--- config.mk ---
export PLATFORM = sky130hd
export DESIGN_NAME = serial_timebase
export DESIGN_NICKNAME = d
export VERILOG_FILES = /design/src/rtl/serial_timebase_pkg.sv /design/src/rtl/tb_sclk_sync.sv /design/src/rtl/tick_div_stage.sv /design/src/rtl/meas_counter.sv /design/src/rtl/serial_timebase.sv
export SDC_FILE = /design/constraint.sdc
export NUM_CORES = 1
export LEC_CHECK = 0
export CORE_AREA = 3 3 82 84
export CTS_BUF_LIST = sky130_fd_sc_hd__clkbuf_8
export CTS_CLUSTER_DIAMETER = 60
export CTS_CLUSTER_SIZE = 30
export DETAILED_ROUTE_END_ITERATION = 6
export DIE_AREA = 0 0 85 87
export PLACE_DENSITY_LB_ADDON = 0.12
export SLEW_MARGIN = 0
export SYNTH_ARGS = -nofsm -noshare
export SYNTH_HDL_FRONTEND = slang
export SYNTH_SLANG_ARGS = --single-unit
--- constraint.sdc ---
create_clock -name clk_i -period 2.95 [get_ports clk_i]
set_input_delay 0.7375 -clock clk_i [delete_from_list [all_inputs] [get_ports clk_i]]
set_output_delay 0.7375 -clock clk_i [all_outputs]
set_load 0.005 [all_outputs]
--- src/rtl/serial_timebase_pkg.sv ---
package serial_timebase_pkg;
  parameter int unsigned DIV_W  = 10;
  parameter int unsigned PRE_W  = 2;
  parameter int unsigned DEN_W  = 5;
  parameter int unsigned MEAS_W = 10;

  typedef enum logic [1:0] {
    SAMP_DIV  = 2'd0,
    SAMP_PROT = 2'd1,
    SAMP_SCLK = 2'd2,
    SAMP_REF  = 2'd3
  } samp_src_e;

  typedef struct packed {
    logic             meas_src;
    logic             meas_en;
    logic [DEN_W-1:0] den_ratio;
    logic [PRE_W-1:0] pre_ratio;
    samp_src_e        samp_sel;
    logic [DIV_W-1:0] div_ratio;
    logic             prot_half;
  } cfg_t;

  localparam int unsigned CFG_W = $bits(cfg_t);
endpackage

--- src/rtl/tb_sclk_sync.sv ---
module tb_sclk_sync (
  input  logic clk_i,
  input  logic rst_ni,
  input  logic sclk_i,
  output logic rise_o
);
  logic [2:0] sync_q;

  always_ff @(posedge clk_i or negedge rst_ni) begin
    if (!rst_ni) sync_q <= '0;
    else         sync_q <= {sync_q[1:0], sclk_i};
  end

  assign rise_o = sync_q[1] & ~sync_q[2];

  assert_single_rise_R5: assert property (@(posedge clk_i) disable iff (!rst_ni)
    rise_o |=> !rise_o);
endmodule

--- src/rtl/tick_div_stage.sv ---
module tick_div_stage #(
  parameter int unsigned W = 4
) (
  input  logic         clk_i,
  input  logic         rst_ni,
  input  logic         clr_i,
  input  logic         tick_i,
  input  logic [W-1:0] ratio_i,
  output logic         tick_o
);
  logic [W-1:0] cnt_q;
  logic         wrap;

  assign wrap   = (cnt_q == ratio_i);
  assign tick_o = tick_i & wrap;

  always_ff @(posedge clk_i or negedge rst_ni) begin
    if (!rst_ni)     cnt_q <= '0;
    else if (clr_i)  cnt_q <= '0;
    else if (tick_i) cnt_q <= wrap ? '0 : cnt_q + 1'b1;
  end

  assert_cnt_in_range_R3: assert property (@(posedge clk_i) disable iff (!rst_ni)
    cnt_q <= ratio_i);
  assert_no_pulse_without_input_R10: assert property (@(posedge clk_i) disable iff (!rst_ni)
    tick_o |-> tick_i);
endmodule

--- src/rtl/meas_counter.sv ---
module meas_counter #(
  parameter int unsigned W = 10
) (
  input  logic         clk_i,
  input  logic         rst_ni,
  input  logic         clr_i,
  input  logic         en_i,
  input  logic         tick_i,
  output logic [W-1:0] cnt_o
);
  logic [W-1:0] cnt_q;

  always_ff @(posedge clk_i or negedge rst_ni) begin
    if (!rst_ni)              cnt_q <= '0;
    else if (clr_i)           cnt_q <= '0;
    else if (en_i && tick_i)  cnt_q <= cnt_q + 1'b1;
  end

  assign cnt_o = cnt_q;

  assert_hold_when_off_R8: assert property (@(posedge clk_i) disable iff (!rst_ni)
    (!en_i && !clr_i) |=> $stable(cnt_q));
endmodule

--- src/rtl/serial_timebase.sv ---
module serial_timebase
  import serial_timebase_pkg::*;
(
  input  logic              clk_i,
  input  logic              rst_ni,
  input  logic              cfg_we_i,
  input  logic [CFG_W-1:0]  cfg_i,
  input  logic              sclk_i,
  output logic              div_tick_o,
  output logic              samp_tick_o,
  output logic              pre_tick_o,
  output logic              den_tick_o,
  output logic [MEAS_W-1:0] meas_cnt_o
);
  cfg_t cfg_q;
  logic half_q;
  logic run;
  logic prot_tick, div_tick, sclk_rise, samp_tick, pre_tick, den_tick, meas_tick;

  always_ff @(posedge clk_i or negedge rst_ni) begin
    if (!rst_ni)       cfg_q <= '0;
    else if (cfg_we_i) cfg_q <= cfg_t'(cfg_i);
  end

  always_ff @(posedge clk_i or negedge rst_ni) begin
    if (!rst_ni)       half_q <= 1'b0;
    else if (cfg_we_i) half_q <= 1'b0;
    else               half_q <= ~half_q;
  end

  // all strobes are suppressed in the write cycle
  assign run       = ~cfg_we_i;
  assign prot_tick = run & (cfg_q.prot_half ? half_q : 1'b1);

  tb_sclk_sync u_sync (
    .clk_i  (clk_i),
    .rst_ni (rst_ni),
    .sclk_i (sclk_i),
    .rise_o (sclk_rise)
  );

  tick_div_stage #(.W(DIV_W)) u_div (
    .clk_i   (clk_i),
    .rst_ni  (rst_ni),
    .clr_i   (cfg_we_i),
    .tick_i  (prot_tick),
    .ratio_i (cfg_q.div_ratio),
    .tick_o  (div_tick)
  );

  always_comb begin
    unique case (cfg_q.samp_sel)
      SAMP_DIV:  samp_tick = div_tick;
      SAMP_PROT: samp_tick = prot_tick;
      SAMP_SCLK: samp_tick = run & sclk_rise;
      default:   samp_tick = run;
    endcase
  end

  tick_div_stage #(.W(PRE_W)) u_pre (
    .clk_i   (clk_i),
    .rst_ni  (rst_ni),
    .clr_i   (cfg_we_i),
    .tick_i  (samp_tick),
    .ratio_i (cfg_q.pre_ratio),
    .tick_o  (pre_tick)
  );

  tick_div_stage #(.W(DEN_W)) u_den (
    .clk_i   (clk_i),
    .rst_ni  (rst_ni),
    .clr_i   (cfg_we_i),
    .tick_i  (pre_tick),
    .ratio_i (cfg_q.den_ratio),
    .tick_o  (den_tick)
  );

  assign meas_tick = cfg_q.meas_src ? div_tick : prot_tick;

  meas_counter #(.W(MEAS_W)) u_meas (
    .clk_i  (clk_i),
    .rst_ni (rst_ni),
    .clr_i  (cfg_we_i),
    .en_i   (cfg_q.meas_en),
    .tick_i (meas_tick),
    .cnt_o  (meas_cnt_o)
  );

  assign div_tick_o  = div_tick;
  assign samp_tick_o = samp_tick;
  assign pre_tick_o  = pre_tick;
  assign den_tick_o  = den_tick;

  assert_quiet_on_write_R9: assert property (@(posedge clk_i) disable iff (!rst_ni)
    cfg_we_i |-> !(div_tick_o || samp_tick_o || pre_tick_o || den_tick_o));
  assert_meas_cleared_R9: assert property (@(posedge clk_i) disable iff (!rst_ni)
    cfg_we_i |=> (meas_cnt_o == '0));
  assert_half_rate_gap_R2: assert property (@(posedge clk_i) disable iff (!rst_ni)
    (cfg_q.prot_half && prot_tick) |=> !prot_tick);
endmodule

### After elaboration in Yosys (flattened, before gate mapping)

Index checks and enable logic that the tools add are counted.

* mux-type cells: 15
* bitwise gates (word level): 9
* add/subtract/negate cells: 4
* equal/unequal tests: 5
* reductions and logical operators: 6

Operators by type and width (number)
* $mux 10: 5
* $add 10x1->10 const B: 2
* $mux 5: 3
* $eq 10x10->1: 1
* $reduce_bool 2->1: 4
* $and 1x1->1: 6
* $mux 2: 3
* $add 5x1->5 const B: 1
* $eq 5x5->1: 1
* $mux 1: 3
* $not 1->1: 3
* $pmux 1 s3: 1
* $add 2x1->2 const B: 1
* $eq 2x1->1 const B: 1
* $eq 2x2->1: 1
* $eq 2x2->1 const B: 1
* $logic_not 2->1: 1
* $logic_and 1x1->1: 1

* word-level logic and storage cells: 52
* output and inout port bits: 14
* register bits: 53

### Logic depth before layout (Yosys ltp)

Gate-level depths: netlist of the first run.

* word-level depth: 7
* mapped depth: 7

### Hierarchy

Synthesis of the first run repeated with hierarchy kept, for this count alone.

* cell total of the unflattened synthesis: 236
* area total of the unflattened synthesis: 2712.6 um^2

By module, submodules not included
* serial_timebase: cells each 58, area an instance 975.9 um^2, times used 1, sequential area each 575.6 um^2
* tick_div_stage (u_div): cells each 66, area an instance 614.3 um^2, times used 1, sequential area each 250.2 um^2
* meas_counter: cells each 53, area an instance 511.7 um^2, times used 1, sequential area each 250.2 um^2
* tick_div_stage (u_den): cells each 41, area an instance 390.4 um^2, times used 1, sequential area each 125.1 um^2
* tick_div_stage (u_pre): cells each 14, area an instance 131.4 um^2, times used 1, sequential area each 50.0 um^2
* tb_sclk_sync: cells each 4, area an instance 88.8 um^2, times used 1, sequential area each 75.1 um^2

### Least setup slack after synthesis of the first run

OpenSTA, ideal clock, no wires.

* path kind: input to output
* start: input cfg_we_i
* end: output den_tick_o
* slack: 0.257 ns
* arrival: 1.956 ns
* stages: 7
* cell sequence: clkbuf_1 > nand2b_1 > a21oi_1 > or2_2 > clkbuf_1 > o21ai_0 > nor2_1

* longest elaborated chain between the ends: 6
* elaborated cells between the ends (all ways): 7

Ends and longest elaborated chain
* start: declaration: RTL line serial_timebase.sv:6 `input logic cfg_we_i,`
* $not 1->1 *: RTL line serial_timebase.sv:32 `assign run = ~cfg_we_i;`
* $and 1x1->1: RTL line serial_timebase.sv:33 `assign prot_tick = run & (cfg_q.prot_half ? half_q : 1'b1);`
* $and 1x1->1: RTL line tick_div_stage.sv:15 `assign tick_o = tick_i & wrap;`
* $pmux 1 s3 *: RTL line serial_timebase.sv:52 `unique case (cfg_q.samp_sel)`
* $and 1x1->1 * (2 in a row): RTL line tick_div_stage.sv:15
* end: declaration: RTL line serial_timebase.sv:12 `output logic den_tick_o,`

Mark *: on every way between the ends. The rest lies on a longest branch, timed or not.

### Final worst setup path of the first run

* start: register u_div.cnt_q[6]
* end: output div_tick_o

* longest elaborated chain between the ends: 2

Ends and longest elaborated chain
* start: declaration: RTL line tick_div_stage.sv:11 `logic [W-1:0] cnt_q;`
* start signal: assignment: RTL line tick_div_stage.sv:20 `else if (tick_i) cnt_q <= wrap ? '0 : cnt_q + 1'b1;`
* $eq 10x10->1: RTL line tick_div_stage.sv:14 `assign wrap = (cnt_q == ratio_i);`
* $and 1x1->1: RTL line tick_div_stage.sv:15
* end: declaration: RTL line serial_timebase.sv:9 `output logic div_tick_o,`

No other way between the ends.

==> results of run 1 <==
==> registers in the layout, summed over array words and instances (netlist names) <==
| signal | count |
|---|---|
| u_meas.cnt_o | 10 |
| u_sync.sync_q | 3 |
| u_pre.cnt_q | 2 |
| u_div.cnt_q | 10 |
| u_den.cnt_q | 5 |
| cfg_q | 22 |
| half_q | 1 |
==> worst max-delay path, stage by stage (launching register included) <==
cell           delay [ns]
dfrtp_2              0.48
xor2_4               0.22
nor4_4               0.32
buf_4                0.16
nand3_1              0.12
nor3_2               0.24
dlygate4sd2_1        0.26
==> cells in the mapped netlist <==
cell type  count  area (sq um)
and2_1         3          18.8
nor2_1        15          56.3
or4_1          4          30.0
nor2b_1        6          37.5
a32oi_1        1          8.76
xnor2_1        6          52.6
or2_2          2          12.5
nor4_1         6          37.5
mux2_1         1          11.3
nand3_1       12          60.1
buf_6          1          11.3
buf_1          1          3.75
o311ai_0       4          35.0
nand2_1       19          71.3
inv_1          7          26.3
o2111ai_1      2          17.5
a32o_1         1          10.0
o31a_1         1          8.76
buf_2          1          5.00
a21o_1         5          37.5
o32ai_1        2          17.5
mux2_2        23           259
o41ai_1        3          26.3
nor3_1         3          15.0
dfrtp_1       53          1330
o211ai_1       6          45.0
nand2b_1       2          12.5
o31ai_1        3          22.5
o21ai_0       11          55.1
mux2i_1        1          10.0
nor4b_1        1          8.76
and4_1         2          17.5
o22a_1         1          8.76
and2_2         1          7.51
a221oi_1       2          17.5
nand4_1        4          25.0
a21oi_1        7          35.0
xor2_1        13           114
nor3b_1        5          37.5
nor4_2         1          12.5
and3_1         5          31.3
clkbuf_1       8          30.0
ha_1           3          37.5
==> power by group <==
group	switching, mW	internal, mW	leakage [nW]	total (mW)
Combinational	0.125	0.120	0.810	0.245
Sequential	0.0353	0.767	0.678	0.803
Clock	0.244	0.276	0.0574	0.520
Total	0.405	1.16	1.55	1.57
==> area by class of cell <==
cell class              instances  area share
clock inverters                 2      0.0107
flip-flops and latches         53       0.379
repair buffers                 59       0.157
inverters                       7     0.00750
well taps                      75      0.0268
clock buffers                   6      0.0236
multi-input cells             187       0.395
==> through the flow <==
step	hold slack, ns	setup slack [ns]
final	0.358	0.112
after global placement	0.334	-0.408
after global routing	0.368	0.00566
after floorplan	0.331	0.257
after CTS	0.359	-0.0653
after detailed placement	0.340	-0.441
==> cell usage in the layout, fill, tap and decap left out, types with 5 or more instances in the layout <==
master	n
xor2_1	12
nor2b_1	6
a21o_1	5
inv_1	7
clkdlybuf4s50_1	33
o211ai_1	6
mux2_2	23
nor2_1	15
nor3b_1	5
dfrtp_1	52
xnor2_1	6
o21ai_0	10
buf_4	19
clkbuf_8	6
and3_1	5
a21oi_1	7
nand2_1	19
nand3_1	12
==> metal layers <==
metal	part of all wire	GRT usage
met4	0.016	0.0547
met1	0.49	0.233
met5	0	0
met2	0.45	0.252
met3	0.047	0.0378
==> worst max-delay path by stage <==
| stage | cells after the start | from | end |
|---|---|---|---|
| finish | 6 | u_div.cnt_q[6]$_DFFE_PN0P_ | div_tick_o |
| global route | 6 | u_div.cnt_q[6]$_DFFE_PN0P_ | div_tick_o |
| CTS | 7 | u_div.cnt_q[5]$_DFFE_PN0P_ | samp_tick_o |
| detailed placement | 7 | cfg_we_i | den_tick_o |
| global placement | 7 | cfg_we_i | den_tick_o |
| floorplan | 7 | cfg_we_i | den_tick_o |
==> cell families after synthesis <==
logic type	after synthesis	synth area share
and+or+nand+nor	91	0.181
DFF	53	0.487
AOI/OAI and AO/OA	49	0.127
muxes	25	0.103
xor gates and xnor gates	19	0.0611
buffers and inverters	18	0.0280
adders and majority gates	3	0.0138
==> what timing repair did <==
| action | CTS | global route |
|---|---|---|
| setup endpoints to repair | 4 | 2 |
| resized for setup | 8 | 9 |
| buffers inserted | 2 | 3 |
| pin swaps | 2 | 3 |
==> impl_metrics.py, run 1 <==
metrics = {
    "die": {
        "die_h_um": 87,
        "ioPinCount": 40,
        "die_area_sq_um": 7400,
        "die_w_um": 85,
        "rows": 28,
        "core_sq_um": 5990,
        "initial_core_util": 0.455,
    },
    "setup_path": {
        "reg2reg_from": "u_div.cnt_q[6]$_DFFE_PN0P_",
        "crit_path_end_kind": "primary output",
        "cp_max_fo": 5,
        "reg2regPathDepth": 5,
        "worstSetupStartpointType": "flop",
        "setup.worst_path.class": "reg -> out",
        "arrival_ns": 2.10,
        "r2r-end": "u_meas.cnt_o[9]$_DFFE_PN0P_",
        "critical_path_required_ns": 2.21,
        "rrSetupSlack_ns": 0.41,
    },
    "final_layout": {
        "area_growth_pct": 28.6,
        "fill_cells": 531,
        "drive_above_1_share": 0.204,
        "final_util": 0.585,
        "final_nets": 342,
        "ff_latch_area_sq_um": 1330,
        "diodes": 0,
        "layout.cells.non_filler": 389,
        "multiInputGateArea_sq_um": 1380,
        "finalInstanceArea_sq_um": 3500,
    },
    "detailed_routing": {
        "wl_um": 5800,
        "ant_nets": 0,
        "vias_per_cell": 5.60,
        "vias": 2180,
        "drt-pass1-iter-count": 4,
        "wl_per_cell_um": 14.9,
        "drt_first_iter_violations": 86,
        "drc": 0,
    },
    "place": {
        "globalplace.congestion": 0.882,
        "dp.cells": 376,
        "portBuffers": 39,
        "dpl-instance-area_sq_um": 3280,
        "dpl.hpwl_um": 4120,
    },
    "global_route": {
        "grt_usage": 0.165,
        "grt_pass1_wl_um": 9760,
        "antenna_found_initial": 0,
        "grt_max_degree": 33,
        "grt_overflow": 0,
        "grt_pass1_vias": 2081,
    },
    "timing": {
        "fin_setup_tns_ns": 0,
        "fin_crit_ns": 2.84,
        "post-route-period-util": 0.962,
        "tightest_slew_ns": 0.527,
        "max_freq_ghz": 0.352,
        "fin_worst_skew_ns": 0.0130,
        "finalSetupViolations": 0,
        "rsz0062_at_grt": "no",
        "final_max_slew_viol_count": 0,
        "slew_headroom": 0.649,
        "hold_viol_final": 0,
    },
    "cts": {
        "clk_latency_ns": 0.31,
        "clock-sinks": 53,
        "htreeDepth": 2,
        "cts_root_buffer": "clkbuf_8",
        "cts_tree": "done",
        "cts.path.max_buffers": 2,
        "numCtsBuffers": 5,
        "clkTransAtPathRegs_ns": 0.10,
        "cts_hold_buffers": 0,
    },
    "yosys": {
        "seq_area_frac_synth": 0.487,
        "netlist_area_sq_um": 2720,
        "syn_area_per_cell_sq_um": 10.6,
        "synth.distinct_cells": 43,
        "yosys_warnings": 0,
        "synth-seq-cells": 53,
        "syn_inst": 258,
        "syn-num-nets": 287,
    },
    "hold_path": {
        "min_to": "u_sync.sync_q[1]$_DFF_PN0_",
        "hold_start": "u_sync.sync_q[0]$_DFF_PN0_",
        "whs_path_depth": 0,
        "hp-class": "reg -> reg",
    },
    "pwr": {
        "p_leak_nw": 1.55,
        "finalPower_mw": 1.57,
        "ir_drop_v": 0.000255,
        "power_density_nw_per_um2": 448,
    },
    "run": {
        "maxCapViolations": 0,
    },
    "run_status": {
        "status": "complete, no violations",
    },
}
Power figures use the tool's default switching activity.
==> inputs of run 2 (changes only) <==
--- a/config.mk
+++ b/config.mk
@@ -5,12 +5,12 @@
 export SDC_FILE = /design/constraint.sdc
 export NUM_CORES = 1
 export LEC_CHECK = 0
-export CORE_AREA = 3 3 82 84
+export CORE_AREA = 3 3 115 62
 export CTS_BUF_LIST = sky130_fd_sc_hd__clkbuf_8
 export CTS_CLUSTER_DIAMETER = 60
 export CTS_CLUSTER_SIZE = 30
 export DETAILED_ROUTE_END_ITERATION = 6
-export DIE_AREA = 0 0 85 87
+export DIE_AREA = 0 0 118 65
 export PLACE_DENSITY_LB_ADDON = 0.12
 export SLEW_MARGIN = 0
 export SYNTH_ARGS = -nofsm -noshare
==> run 2 against run 1 <==
- design area down 1.1%
- first-iteration DRC count shrank 8.1%
- sequential cell count is the same
- count of clock-buffer cells in the layout down 1
- die area is 3.7% higher
- critical endpoint is now den_tick_o
==> impl_metrics.py, run 2 (synthesized netlist as in run 1, its figures left out) <==
metrics = {
    "setup_path": {
        "reg2reg_from": "cfg_q[3]$_DFFE_PN0P_",
        "rrSetupSlack_ns": 0.37,
        "worstSetupStartpointType": "flop",
        "reg2regPathDepth": 6,
        "crit_path_end_kind": "primary output",
        "cp_max_fo": 3,
        "arrival_ns": 2.07,
        "setup.worst_path.class": "reg -> out",
        "critical_path_required_ns": 2.21,
        "r2r-end": "u_meas.cnt_o[9]$_DFFE_PN0P_",
    },
    "cts": {
        "cts_hold_buffers": 0,
        "clock-sinks": 53,
        "cts_root_buffer": "clkbuf_8",
        "clkTransAtPathRegs_ns": 0.09,
        "cts_tree": "done",
        "numCtsBuffers": 5,
        "clk_latency_ns": 0.30,
        "cts.path.max_buffers": 2,
        "htreeDepth": 2,
    },
    "detailed_routing": {
        "drt_first_iter_violations": 79,
        "vias_per_cell": 5.46,
        "wl_per_cell_um": 14.6,
        "ant_nets": 0,
        "drc": 0,
        "vias": 2210,
        "wl_um": 5910,
        "drt-pass1-iter-count": 4,
    },
    "place": {
        "dp.cells": 392,
        "globalplace.congestion": 0.808,
        "dpl.hpwl_um": 4400,
        "portBuffers": 39,
        "post-place-ws_ns": -0.437,
    },
    "final_layout": {
        "layout.cells.non_filler": 405,
        "final_util": 0.570,
        "area_growth_pct": 27.2,
        "top_register": "cfg_q",
        "fill_cells": 535,
        "final_nets": 345,
        "multiInputGateArea_sq_um": 1360,
        "largest_register_ffs": 22,
        "final_cell_mix": "dfrtp_1 (52), clkdlybuf4s50_1 (33), mux2_2 (23)",
        "layout_commonest_cell": "dfrtp_1",
        "drive_above_1_share": 0.208,
        "ff_latch_area_sq_um": 1330,
        "diodes": 0,
    },
    "timing": {
        "holdWs_ns": 0.362,
        "rsz0062_at_grt": "no",
        "max_freq_ghz": 0.357,
        "final_max_slew_viol_count": 0,
        "setup_ws_ns": 0.147,
        "slew_headroom": 0.567,
        "fin_worst_skew_ns": 0.00636,
        "finalSetupViolations": 0,
        "post-route-period-util": 0.950,
        "tightest_slew_ns": 0.650,
        "hold_viol_final": 0,
        "fin_crit_ns": 2.80,
    },
    "global_route": {
        "grt_pass1_wl_um": 10200,
        "grt_overflow": 0,
        "grt_max_degree": 28,
        "grt_usage": 0.163,
        "grt_pass1_vias": 2201,
        "antenna_found_initial": 0,
    },
    "die": {
        "ioPinCount": 40,
        "core_sq_um": 6080,
        "die_area_sq_um": 7670,
        "die_w_um": 118,
        "rows": 20,
        "die_h_um": 65,
        "initial_core_util": 0.448,
    },
    "pwr": {
        "switchingPower_mw": 0.382,
        "p_leak_nw": 1.52,
        "sw_frac_of_total": 0.267,
        "ir_drop_v": 0.000182,
        "combPwrFrac": 0.169,
        "power_frac_seq": 0.562,
        "power_density_nw_per_um2": 412,
        "pwr-share-clk": 0.269,
        "p_int_mw": 1.05,
    },
    "hold_path": {
        "hold_start": "u_sync.sync_q[0]$_DFF_PN0_",
        "hp-class": "reg -> reg",
        "min_to": "u_sync.sync_q[1]$_DFF_PN0_",
        "whs_path_depth": 0,
    },
    "run": {
        "maxCapViolations": 0,
    },
    "run_status": {
        "status": "complete, no violations",
    },
}
==> run 2: worst max path at each step <==
stage	startpoint	end	slack, ns
4_1_cts	cfg_q[7]$_DFFE_PN0P_	pre_tick_o	0.05
6_report	cfg_q[3]$_DFFE_PN0P_	den_tick_o	0.15
2_1_floorplan	cfg_we_i	den_tick_o	0.26
5_1_grt	cfg_q[3]$_DFFE_PN0P_	den_tick_o	0.0002
3_5_place_dp	cfg_we_i	den_tick_o	-0.44
3_3_place_gp	cfg_we_i	den_tick_o	-0.38
==> run 2: power by group through the flow <==
stage / sequential [mW] / clock [mW] / combinational (mW)
2_1_floorplan: 0.807 / 0 / 0.135
3_3_place_gp: 0.816 / 0 / 0.226
3_5_place_dp: 0.817 / 0 / 0.232
4_1_cts: 0.803 / 0.404 / 0.237
5_1_grt: 0.810 / 0.433 / 0.267
6_report: 0.803 / 0.385 / 0.241
==> run 2: layer usage <==
layer  share of wire  wire, um  global-route usage  up-vias
li1                -         -                   -     1065
met1            0.47      2810               0.218     1098
met2            0.47      2750               0.267       38
met3           0.045       267              0.0427        9
met4           0.014        82              0.0394        0
met5               0         0                   0        -
==> run 2: layout make-up <==
class | count | area share
multi-input cells | 187 | 0.392
flip-flops and latches | 53 | 0.383
repair buffers | 62 | 0.163
well taps | 88 | 0.0318
clock buffers | 5 | 0.0199
inverters | 7 | 0.00758
clock inverters | 3 | 0.00325
==> run 2: critical path: stages (launching register included) <==
cell     delay, ns
dfrtp_1       0.42
xor2_2        0.20
nor4_2        0.33
buf_4         0.16
and4_4        0.21
o21ai_0       0.07
buf_4         0.16
nor2_1        0.09
buf_2         0.12
==> run 2: metrics by stage <==
stage / TNS, ns / power (mW) / instance area, sq um
2_1_floorplan: 0 / 0.942 / 2720
6_report: 0 / 1.43 / 3460
4_1_cts: 0 / 1.44 / 3440
3_3_place_gp: -1.05 / 1.04 / 3320
3_5_place_dp: -1.11 / 1.05 / 3320
5_1_grt: 0 / 1.51 / 3460
==> run 2: timing repair <==
action / in CTS / in global routing
resized for setup: 15 / 5
endpoints found under the setup margin: 4 / 2
buffers inserted: 3 / 2
pin swaps: 3 / 2
